$ cat src/rtl/vblank_guard.sv
module vblank_guard #(
  parameter int LINE_W     = 11,
  parameter int PCLK_W     = 18,
  parameter int FRAME_W    = 16,
  parameter int BUDGET_US  = 100,
  parameter int CYC_PER_MS = 100000
) (
  input  logic               clk,
  input  logic               rst_n,
  input  logic [PCLK_W-1:0]  pclk_khz,
  input  logic [LINE_W-1:0]  htotal,
  input  logic [LINE_W-1:0]  vbl_start,
  input  logic               interlaced,
  input  logic [LINE_W-1:0]  scanline,
  input  logic [FRAME_W-1:0] frame_cnt,
  input  logic               req,
  input  logic               done,
  output logic               grant,
  output logic               refused,
  output logic               timeout_err,
  output logic               atomic_fail
);
  localparam int NW = PCLK_W + $clog2(BUDGET_US + 1);
  localparam int DW = LINE_W + 10;
  localparam int QW = NW + 1;
  localparam int CW = $clog2(NW + 1);
  localparam int TW = $clog2(CYC_PER_MS + 1);

  typedef enum logic [1:0] {S_IDLE, S_WAIT, S_HOLD} st_t;
  st_t st;

  logic [PCLK_W-1:0]  pclk_q;
  logic [LINE_W-1:0]  ht_q;
  logic               seen, dbusy;
  logic [NW-1:0]      dq;
  logic [DW-1:0]      rem;
  logic [CW-1:0]      dcnt;
  logic [QW-1:0]      lines;
  logic [TW-1:0]      tmr;
  logic [FRAME_W-1:0] cap;

  wire [NW-1:0] num  = NW'(pclk_khz) * NW'(BUDGET_US);
  wire [DW-1:0] den  = DW'(htotal) * DW'(1000);
  wire [DW:0]   trial = {rem, dq[NW-1]};
  wire          ge   = trial >= {1'b0, den};
  wire [NW-1:0] dq_n = {dq[NW-2:0], ge};
  wire [DW-1:0] rem_n = ge ? DW'(trial - {1'b0, den}) : DW'(trial);
  wire          cfg_chg = !seen || pclk_khz != pclk_q || htotal != ht_q;
  wire          ready = !cfg_chg && !dbusy;

  wire [LINE_W:0]   vb_half = ({1'b0, vbl_start} + (LINE_W+1)'(1)) >> 1;
  wire [LINE_W-1:0] vs      = interlaced ? LINE_W'(vb_half) : vbl_start;
  wire              win_ok  = vs > LINE_W'(1) && QW'(vs) > lines;
  wire [LINE_W-1:0] win_min = vs - LINE_W'(lines);
  wire [LINE_W-1:0] win_max = vs - LINE_W'(1);
  wire              in_win  = scanline >= win_min && scanline <= win_max;

  always_ff @(posedge clk or negedge rst_n) begin
    if (!rst_n) begin
      seen <= 1'b0; dbusy <= 1'b0; pclk_q <= '0; ht_q <= '0;
      dq <= '0; rem <= '0; dcnt <= '0; lines <= QW'(1);
    end else if (cfg_chg) begin
      seen <= 1'b1; pclk_q <= pclk_khz; ht_q <= htotal;
      dq <= num; rem <= '0; dcnt <= '0;
      dbusy <= htotal != '0;
      if (htotal == '0) lines <= QW'(1);
    end else if (dbusy) begin
      dq <= dq_n; rem <= rem_n; dcnt <= dcnt + CW'(1);
      if (dcnt == CW'(NW - 1)) begin
        dbusy <= 1'b0;
        lines <= QW'(dq_n) + QW'(rem_n != '0);
      end
    end
  end

  always_ff @(posedge clk or negedge rst_n) begin
    if (!rst_n) begin
      st <= S_IDLE; grant <= 1'b0; refused <= 1'b0;
      timeout_err <= 1'b0; atomic_fail <= 1'b0; tmr <= '0; cap <= '0;
    end else begin
      refused <= 1'b0;
      case (st)
        S_IDLE: if (req && ready) begin
          if (!win_ok) refused <= 1'b1;
          else begin
            st <= S_WAIT; tmr <= '0;
            timeout_err <= 1'b0; atomic_fail <= 1'b0;
          end
        end
        S_WAIT: begin
          if (!in_win || tmr == TW'(CYC_PER_MS - 1)) begin
            grant <= 1'b1; cap <= frame_cnt; st <= S_HOLD;
            timeout_err <= in_win;
          end else tmr <= tmr + TW'(1);
        end
        S_HOLD: if (done) begin
          grant <= 1'b0; st <= S_IDLE;
          atomic_fail <= frame_cnt != cap;
        end
        default: st <= S_IDLE;
      endcase
    end
  end
endmodule


$ cat config.mk
export PLATFORM = sky130hd
export DESIGN_NAME = vblank_guard
export DESIGN_NICKNAME = d
export VERILOG_FILES = /design/src/rtl/vblank_guard.sv
export SDC_FILE = /design/constraint.sdc
export NUM_CORES = 1
export LEC_CHECK = 0
export ABC_CLOCK_PERIOD_IN_PS = 5500
export BUFFER_PORTS_ARGS = -buffer_cell sky130_fd_sc_hd__buf_2
export CAP_MARGIN = 30
export CORE_UTILIZATION = 55
export CTS_BUF_LIST = sky130_fd_sc_hd__clkbuf_16
export CTS_CLUSTER_DIAMETER = 120
export CTS_CLUSTER_SIZE = 16
export DETAILED_ROUTE_END_ITERATION = 7
export PLACE_DENSITY = 0.77
export SYNTH_ARGS = -nofsm -noshare
export SYNTH_HDL_FRONTEND = slang
export SYNTH_SLANG_ARGS = --single-unit
$ cat constraint.sdc
create_clock -name clk -period 5.5 [get_ports clk]
set_input_delay 0.275 -clock clk [delete_from_list [all_inputs] [get_ports clk]]
set_output_delay 0.275 -clock clk [all_outputs]
set_load 0.005 [all_outputs]
==> results.sh, run 1 <==
export IMPL_synth_cells=1487
export IMPL_initial_core_util_pct=56.6
export IMPL_p_comb_share_pct=60.6
export IMPL_clkTransAtPathRegs_ps=70
export IMPL_dp_worst_setup_slack_ps=-1360
export IMPL_synthToLayoutAreaGrowth_pct=18.1
export IMPL_yosysWarnings=0
export IMPL_top_usage_layer="met2"
export IMPL_clock_path_buffers=2
export IMPL_intPower_mw=3.69
export IMPL_fmax_mhz=156
export IMPL_ys_seq_area_share_pct=27.5
export IMPL_drive_gt1_share_pct=20.8
export IMPL_totalPowerFinal_mw=6.17
export IMPL_cts_made_buffers=17
export IMPL_synth_top_area_share_pct=27.3
export IMPL_path_class="primary input to flop"
export IMPL_tightest_slew_ps=1040
export IMPL_synthArstFlopShare_pct=100
export IMPL_hold_depth=1
export IMPL_ff_latch_area_um2=3680
export IMPL_ir_drop_mv=0.338
export IMPL_synth_edf_count=0
export IMPL_synth_top_cell_by_area="dfrtp_1"
export IMPL_status="finished with violations"
export IMPL_layout_common_cells="inv_1, ha_1, dfrtp_1, buf_4, nand2_1"
export IMPL_power_density_nw_per_um2=390
export IMPL_cp_common_cell="and3_4"
export IMPL_setup_viol=26
export IMPL_finalCriticalPeriod_ps=6420
export IMPL_layout_commonest_cell="inv_1"
export IMPL_finalMaxSlewViolations=0
export IMPL_p_switching_mw=2.49
export IMPL_synth_distinct_cells=72
export IMPL_fin_nets=1927
export IMPL_routed_wl_mm=30.5
export IMPL_drc=0
export IMPL_synth_nets=1775
export IMPL_ys_ff_latch=147
export IMPL_postLayoutSetupSlackWorst_ps=-920
export IMPL_cts_tree="yes"
export IMPL_grt_met1_usage_pct=32.8
export IMPL_grt_pass1_wl_mm=50.5
export IMPL_grt_setup_unrepaired="true"
export IMPL_worstPathMaxFanout=4
export IMPL_antenna_left=0
export IMPL_num_vias=11000
export IMPL_antenna_found_initial=0
export IMPL_dp_cells=1919
export IMPL_period_share_pct=117
export IMPL_cap_viol_max_count=0
export IMPL_cts_root_buf="clkbuf_16"
export IMPL_gr_total_overflow=0
export IMPL_via_per_inst=5.58
export IMPL_power_leakage_nw=7.73
export IMPL_synth_main_ff_cell="dfrtp_1"
export IMPL_diodes=0
export IMPL_fp_dieW_um=158
export IMPL_multiInputGateArea_um2=9110
export IMPL_max_slew_margin_rel_pct=30.2
export IMPL_max_stage_delay_ps=530
export IMPL_grt_usage_pct=25.3
export IMPL_fill_cells=1893
export IMPL_wire_per_inst_um=15.5
export IMPL_met2_usage_pct=43.7
export IMPL_coreArea_um2=23700
export IMPL_hold_violations=0
export IMPL_gp_congestion=0.912
export IMPL_synthesis_area_um2=13400
export IMPL_violations="negative setup slack"
export IMPL_grt_start_max_net_pins=91
export IMPL_dp_hpwl_mm=23.2
export IMPL_hold_ws_ps=18.4
export IMPL_htree_levels=4
export IMPL_die_height_um=158
export IMPL_start_kind="primary input"
export IMPL_numClockSinks=147
export IMPL_grt_met3_usage_pct=3.23
export IMPL_p_clk_share_pct=18.9
export IMPL_final_cells=1971
export IMPL_drt_pre_antenna_iters=5
export IMPL_cpMaxStageDelayCell="fa_1"
export IMPL_rows=56
export IMPL_fin_skew_ps=20.4
export IMPL_cp_required_ps=5810
export IMPL_grt_pass1_vias=10700
export IMPL_critPathCaptureType="flop"
export IMPL_seqPwrFrac_pct=20.5
export IMPL_drt_iter0_markers=752
export IMPL_swShare_pct=40.3
export IMPL_clk_latency_ps=450
export IMPL_arrival_ps=6730
export IMPL_io_pins=76
export IMPL_synth_area_per_cell_um2=9.01
export IMPL_synthTopCellsByArea="dfrtp_1, ha_1, fa_1"
export IMPL_dieArea_um2=25000
export IMPL_r2r_cells=19
export IMPL_min_path_type="primary input to flop"
export IMPL_port_buffers=75
-- cell families (layout without fill, tap and decap cells) --
kind of cell	after synthesis	in the layout	synth area share, %
buffers and inverters	243	408	7.08
adders and majority gates	216	216	22.9
DFF	147	147	27.5
AOI/OAI and AO/OA	295	295	14.9
xor gates and xnor gates	129	129	8.43
other	1	1	0.0280
and+or+nand+nor	407	407	15.4
muxes	49	49	3.84
-- cells in the mapped netlist (12+ instances only) --
library cell	n
a211oi_1	19
a21o_1	14
a21oi_1	62
a311oi_1	12
a31oi_1	24
and3_1	24
clkbuf_1	61
dfrtp_1	146
fa_1	48
ha_1	168
inv_1	175
mux2_2	19
mux2i_1	30
nand2_1	120
nand2b_1	17
nand3_1	41
nand4_1	24
nor2_1	67
nor2b_1	17
nor3_1	31
nor4_1	18
o21a_1	22
o21ai_0	70
o31ai_1	12
xnor2_1	65
xor2_1	64
-- routing by layer --
layer | up-vias | routed length [µm] | part of all wire [%]
met5 | - | 0 | 0
met4 | 0 | 499 | 1.6
met3 | 40 | 972 | 3.2
met2 | 238 | 15200 | 50
met1 | 5247 | 13800 | 45
li1 | 5471 | - | -
-- flip-flops by register name, indices dropped and copies added, names as in the netlist --
| name | cells |
|---|---|
| cap | 16 |
| dcnt | 5 |
| dbusy | 1 |
| ht_q | 11 |
| rem | 21 |
| lines | 26 |
| pclk_q | 18 |
| tmr | 17 |
| refused | 1 |
| atomic_fail | 1 |
| seen | 1 |
| dq | 25 |
| timeout_err | 1 |
| st | 2 |
| grant | 1 |
-- path summary, 6_finish.rpt --
path	start	to	slack [ps]
max in group asynchronous	rst_n	ht_q[5]$_DFFE_PN0N_	3740
max	htotal[3]	lines[19]$_DFFE_PN0P_	-920
min reg2reg	grant$_DFFE_PN0P_	grant$_DFFE_PN0P_	470
min	pclk_khz[11]	pclk_q[11]$_DFFE_PN0N_	20
min in group asynchronous	rst_n	dcnt[0]$_DFFE_PN0P_	480
max reg2reg	rem[2]$_DFFE_PN0P_	lines[19]$_DFFE_PN0P_	1150
-- power by group through the flow --
stage,clock network (mW),logic (mW),registers [mW]
CTS,1.18,3.55,1.27
finish,1.16,3.74,1.27
floorplan,0,2.20,1.25
global placement,0,3.28,1.28
global route,1.23,4.16,1.28
detailed placement,0,3.39,1.29
-- final cells by class --
type                       instances  share of cell area, %
clock inverter                    15                   1.00
timing repair buffer             201                   8.67
inverter                         175                   4.26
multi-input combinational       1097                   57.6
clock buffer                      17                   2.69
sequential                       147                   23.3
tap                              319                   2.52
-- metrics by stage --
stage	utilization, %	TNS [ps]	area [µm²]
2_1_floorplan	-	-16540	13600
3_3_place_gp	62.7	-26910	14900
4_1_cts	66.1	-13930	15700
6_report	66.8	-19920	15800
5_1_grt	66.8	-25440	15800
3_5_place_dp	62.7	-35150	14900
-- worst max-delay path: cells and delay by family --
kind / cells / cell delay [ps]
AOI/OAI and AO/OA: 8 / 1420
buffers and inverters: 6 / 620
xor gates and xnor gates: 3 / 460
and+or+nand+nor: 9 / 1610
adders and majority gates: 7 / 2330
-- repair_timing --
item,CTS,global route
endpoints found under the hold margin,88,0
hold buffers,1,0
pin swaps,40,22
setup endpoints to repair,26,34
setup buffers,8,11
resized for setup,32,18
No activity file was read; power rests on OpenSTA's default activity.
==> run 2, diff against run 1 <==
- CORE_ASPECT_RATIO: not set -> 1.25
- PLACE_DENSITY: 0.77 -> 0.73
==> results.sh, run 2 (synthesis gave the netlist of run 1 again) <==
export IMPL_status="finished with violations"
export IMPL_violations="negative setup slack"
export IMPL_fin_nets=1931
export IMPL_io_pins=76
export IMPL_drt_iter0_markers=415
export IMPL_clock_path_buffers=2
export IMPL_num_vias=11100
export IMPL_dieArea_um2=25000
export IMPL_r2r_setup_slack_ps=1190
export IMPL_ir_drop_mv=0.347
export IMPL_clk_latency_ps=430
export IMPL_layout_commonest_cell="inv_1"
export IMPL_rows=63
export IMPL_hold_ws_ps=28.5
export IMPL_top_register="lines"
export IMPL_utilization_pct=67.1
export IMPL_drive_gt1_share_pct=21.7
export IMPL_synthToLayoutAreaGrowth_pct=19.2
export IMPL_fp_dieW_um=142
export IMPL_hold_end="pclk_q[13]$_DFFE_PN0N_"
export IMPL_cpMaxStageDelayCell="fa_1"
export IMPL_coreArea_um2=23800
export IMPL_power_density_nw_per_um2=394
export IMPL_fill_cells=1900
export IMPL_start_kind="primary input"
export IMPL_path_class="primary input to flop"
export IMPL_max_slew_margin_rel_pct=46.6
export IMPL_cp_required_ps=5800
export IMPL_period_share_pct=114
export IMPL_r2r_start="rem[2]$_DFFE_PN0P_"
export IMPL_cts_tree="yes"
export IMPL_power_leakage_nw=7.76
export IMPL_die_height_um=177
export IMPL_arrival_ps=6560
export IMPL_min_path_type="primary input to flop"
export IMPL_placed_area_um2=14900
export IMPL_grt_usage_pct=25.5
export IMPL_wire_per_inst_um=15.5
export IMPL_port_buffers=75
export IMPL_clkTransAtPathRegs_ps=70
export IMPL_cap_viol_max_count=0
export IMPL_max_stage_delay_ps=570
export IMPL_postLayoutSetupSlackWorst_ps=-759
export IMPL_routed_wl_mm=30.8
export IMPL_initial_core_util_pct=56.3
export IMPL_grt_pass1_wl_mm=51.6
export IMPL_grt_start_max_net_pins=85
export IMPL_via_per_inst=5.58
export IMPL_finalCriticalPeriod_ps=6260
export IMPL_drt_pre_antenna_iters=4
export IMPL_hold_depth=1
export IMPL_critPathCaptureType="flop"
export IMPL_finalMaxSlewViolations=0
export IMPL_setup_viol=26
export IMPL_totalPowerFinal_mw=6.29
export IMPL_fmax_mhz=160
export IMPL_reg2reg_to="lines[22]$_DFFE_PN0P_"
export IMPL_cts_root_buf="clkbuf_16"
export IMPL_dp_hpwl_mm=23.4
export IMPL_fin_skew_ps=13.5
export IMPL_grt_pass1_vias=11200
export IMPL_fin_area_um2=16000
export IMPL_min_from="pclk_khz[13]"
export IMPL_grt_setup_unrepaired="true"
export IMPL_tightest_slew_ps=800
export IMPL_final_cells=1982
export IMPL_largest_reg_flops=26
export IMPL_hold_violations=0
export IMPL_dp_cells=1924
export IMPL_largestRegisters="lines: 26 flops, dq: 25 flops, rem: 21 flops"
export IMPL_numClockSinks=147
export IMPL_r2r_cells=20
export IMPL_htree_levels=4
export IMPL_antenna_left=0
export IMPL_layout_common_cells="inv_1, ha_1, dfrtp_1, buf_4, nand2_1"
export IMPL_worstPathMaxFanout=4
export IMPL_cts_made_buffers=17
export IMPL_gr_total_overflow=0
export IMPL_gp_congestion=0.894
export IMPL_drc=0
export IMPL_antenna_found_initial=1
run 2: cell count changes in the layout (fill, tap and decap cells not counted), moves of 4 or more:
cell and delta:
nand2_2 +4, nand3_1 -5, o21ai_0 -4, nand2_1 -4, nand3_2 +5
run 2: through the flow:
| step | setup WS [ps] | TNS, ps |
|---|---|---|
| 2_1_floorplan | -835 | -16540 |
| 3_3_place_gp | -1170 | -28420 |
| 3_5_place_dp | -1350 | -34890 |
| 4_1_cts | -723 | -13650 |
| 5_1_grt | -1040 | -24230 |
| 6_report | -759 | -16450 |
run 2: final cells by class:
class                   instances  area (µm²)  area share [%]
inverters                     175         674            4.22
multi-input cells            1097        9240            57.8
clock inverters                15         144           0.900
clock buffers                  17         425            2.66
flip-flops and latches        147        3680            23.0
repair buffers                205        1410            8.81
diodes                          1        2.50          0.0157
well taps                     325         407            2.54
run 2: worst max path at each step:
| stage | start | endpoint | slack, ps | depth (start not counted) |
|---|---|---|---|---|
| 2_1_floorplan | htotal[2] | lines[17]$_DFFE_PN0P_ | -840 | 30 |
| 3_3_place_gp | htotal[4] | lines[22]$_DFFE_PN0P_ | -1170 | 30 |
| 3_5_place_dp | htotal[3] | lines[21]$_DFFE_PN0P_ | -1350 | 31 |
| 4_1_cts | htotal[1] | lines[22]$_DFFE_PN0P_ | -720 | 30 |
| 5_1_grt | htotal[3] | lines[24]$_DFFE_PN0P_ | -1040 | 33 |
| 6_report | htotal[3] | lines[24]$_DFFE_PN0P_ | -760 | 33 |
run 2: timing repair:
item / CTS / global route
resized for setup: 37 / 37
endpoints found under the hold margin: 82 / 0
setup buffers: 12 / 12
setup endpoints to repair: 26 / 31
hold buffers: 1 / 0
pin swaps: 33 / 22
run 2: metal layers:
layer	up-vias	wire [µm]	global-route usage, %
met2	194	16300	47.8
met4	0	637	8.33
li1	5474	-	-
met1	5357	13000	30.3
met5	-	0	0
met3	44	873	2.66
run 2: critical path, delay by kind of cell:
family / cells / cell delay (ps)
buffers and inverters: 7 / 820
XOR/XNOR: 2 / 320
AO/OA/AOI/OAI: 8 / 1310
adder cells (fa/ha/maj): 8 / 2950
AND/OR/NAND/NOR: 8 / 860
run 2: where the power goes:
part           switching [mW]  internal (mW)
Clock                   0.512          0.635
Sequential              0.110           1.16
Combinational            1.89           1.98
==> run 3, diff against run 2 <==
- CORE_UTILIZATION: 55 -> 50
- PLACE_DENSITY: 0.73 -> 0.67
==> results.sh, run 3 (synthesis gave the netlist of run 1 again) <==
export IMPL_fin_skew_ps=17.1
export IMPL_path_class="primary input to flop"
export IMPL_cp_common_cell="buf_4"
export IMPL_ff_latch_area_um2=3680
export IMPL_worstPathMaxFanout=5
export IMPL_drt_pre_antenna_iters=5
export IMPL_fin_nets=1929
export IMPL_drt_iter0_markers=397
export IMPL_multiInputGateArea_um2=9260
export IMPL_port_buffers=75
export IMPL_start_kind="primary input"
export IMPL_dp_hpwl_mm=23.7
export IMPL_p_clk_share_pct=18.7
export IMPL_finalCriticalPeriod_ps=6270
export IMPL_arrival_ps=6580
export IMPL_power_leakage_nw=7.78
export IMPL_drive_gt1_share_pct=22.0
export IMPL_io_pins=76
export IMPL_cpMaxStageDelayCell="fa_1"
export IMPL_utilization_pct=61.2
export IMPL_routed_wl_mm=30.2
export IMPL_layout_commonest_cell="inv_1"
export IMPL_dieArea_um2=27500
export IMPL_cts_root_buf="clkbuf_16"
export IMPL_p_switching_mw=2.45
export IMPL_power_density_nw_per_um2=385
export IMPL_path_buf_inv=8
export IMPL_tightest_slew_ps=900
export IMPL_clock_path_buffers=2
export IMPL_fmax_mhz=160
export IMPL_cts_made_buffers=17
export IMPL_r2r_setup_slack_ps=1320
export IMPL_ir_drop_mv=0.335
export IMPL_finalMaxSlewViolations=0
export IMPL_via_per_inst=5.43
export IMPL_max_slew_margin_rel_pct=40.0
export IMPL_diodes=0
export IMPL_grt_start_max_net_pins=82
export IMPL_cp_required_ps=5820
export IMPL_grt_usage_pct=23.0
export IMPL_swShare_pct=39.8
export IMPL_crit_start="htotal[4]"
export IMPL_num_vias=10800
export IMPL_violations="negative setup slack"
export IMPL_top_register="lines"
export IMPL_coreArea_um2=26200
export IMPL_hold_violations=0
export IMPL_drc=0
export IMPL_wire_per_inst_um=15.2
export IMPL_intPower_mw=3.71
export IMPL_r2r_start="rem[2]$_DFFE_PN0P_"
export IMPL_synthToLayoutAreaGrowth_pct=19.5
export IMPL_cap_viol_max_count=0
export IMPL_cp_num_cells=30
export IMPL_gr_total_overflow=0
export IMPL_grt_pass1_wl_mm=51.3
export IMPL_min_from="pclk_khz[13]"
export IMPL_seqPwrFrac_pct=20.7
export IMPL_hold_depth=1
export IMPL_antenna_left=0
export IMPL_gp_congestion=0.879
export IMPL_die_height_um=185
export IMPL_fill_cells=2265
export IMPL_status="finished with violations"
export IMPL_r2r_cells=20
export IMPL_clk_latency_ps=420
export IMPL_largestRegisters="lines: 26 flops, dq: 25 flops, rem: 21 flops"
export IMPL_postLayoutSetupSlackWorst_ps=-766
export IMPL_rows=66
export IMPL_htree_levels=4
export IMPL_antenna_found_initial=0
export IMPL_p_comb_share_pct=60.6
export IMPL_setup_viol=26
export IMPL_cts_tree="yes"
export IMPL_max_stage_delay_ps=520
export IMPL_period_share_pct=114
export IMPL_totalPowerFinal_mw=6.17
export IMPL_initial_core_util_pct=51.2
export IMPL_grt_pass1_vias=10900
export IMPL_largest_reg_flops=26
export IMPL_critPathCaptureType="flop"
export IMPL_path_delay_family="adder cells"
export IMPL_clkTransAtPathRegs_ps=70
export IMPL_min_path_type="primary input to flop"
export IMPL_numClockSinks=147
export IMPL_layout_common_cells="inv_1, ha_1, dfrtp_1, buf_4, nand2_1"
export IMPL_fp_dieW_um=148
export IMPL_grt_setup_unrepaired="true"
-- run 3: changes by cell type in the layout (fill, tap and decap cells not counted), sizes merged --
cell      change
buf           -2
clkinv        -1
clkinvlp      +1
diode         -1
-- run 3: cell type report --
type / instances / area share [%]
Tap cell: 340 / 2.66
Clock inverter: 15 / 1.03
Timing Repair Buffer: 203 / 8.69
Multi-Input combinational cell: 1097 / 57.8
Inverter: 175 / 4.19
Sequential cell: 147 / 23.0
Clock buffer: 17 / 2.66
-- run 3: metal layers --
| layer | GRT usage, % | share of wire, % |
|---|---|---|
| met3 | 2.44 | 1.9 |
| met5 | 0 | 0 |
| met4 | 5.20 | 1.4 |
| met2 | 42.8 | 53 |
| met1 | 28.2 | 44 |
-- run 3: path summary, 6_finish.rpt --
| kind | end |
|---|---|
| setup / recovery | lines[8]$_DFFE_PN0P_ |
| hold reg to reg | lines[0]$_DFFE_PN1P_ |
| max in group asynchronous | cap[7]$_DFFE_PN0P_ |
| hold / removal | pclk_q[13]$_DFFE_PN0N_ |
| setup reg to reg | lines[18]$_DFFE_PN0P_ |
| min in group asynchronous | dcnt[2]$_DFFE_PN0P_ |
-- run 3: power by group through the flow --
stage / clock (mW) / combinational, mW / sequential, mW
after global placement: 0 / 3.37 / 1.28
after CTS: 1.18 / 3.71 / 1.27
after floorplan: 0 / 2.20 / 1.25
after global routing: 1.23 / 4.18 / 1.29
final: 1.15 / 3.74 / 1.27
after detailed placement: 0 / 3.44 / 1.29
-- run 3: what timing repair did --
item	in CTS	in global routing
hold endpoints to repair	75	0
hold buffers	1	0
gates resized for setup	46	26
pin swaps	54	20
setup buffers	15	8
setup endpoints to repair	26	42
-- run 3: per-stage QoR --
| stage | instance area (µm²) | setup TNS (ps) | hold WS, ps | instances | setup slack (ps) |
|---|---|---|---|---|---|
| final | 16000 | -16630 | 42.4 | 1994 | -766 |
| after global routing | 16000 | -25510 | 19.5 | 1994 | -1090 |
| after CTS | 15900 | -13650 | 27.9 | 1994 | -675 |
| after detailed placement | 14900 | -37180 | 346 | 1946 | -1360 |
| after global placement | 14900 | -30140 | 343 | 1945 | -1170 |
| after floorplan | 13600 | -16540 | -20.6 | 1487 | -835 |
-- run 3: worst register-to-register path, cell delays in order (launching register included) --
cell and delay [ps]:
dfrtp_1 440, inv_1 80, ha_1 150, inv_1 50
fa_1 420, a211oi_1 320, o21ai_0 300, a311oi_2 390
o31ai_1 110, a21oi_1 190, xnor2_1 180, nor4_2 90
o21ai_2 220, ha_4 210, ha_4 150, nand2_4 60
nor3_4 180, and3_4 250, nand3_2 80, xor2_1 140
o21ai_1 70
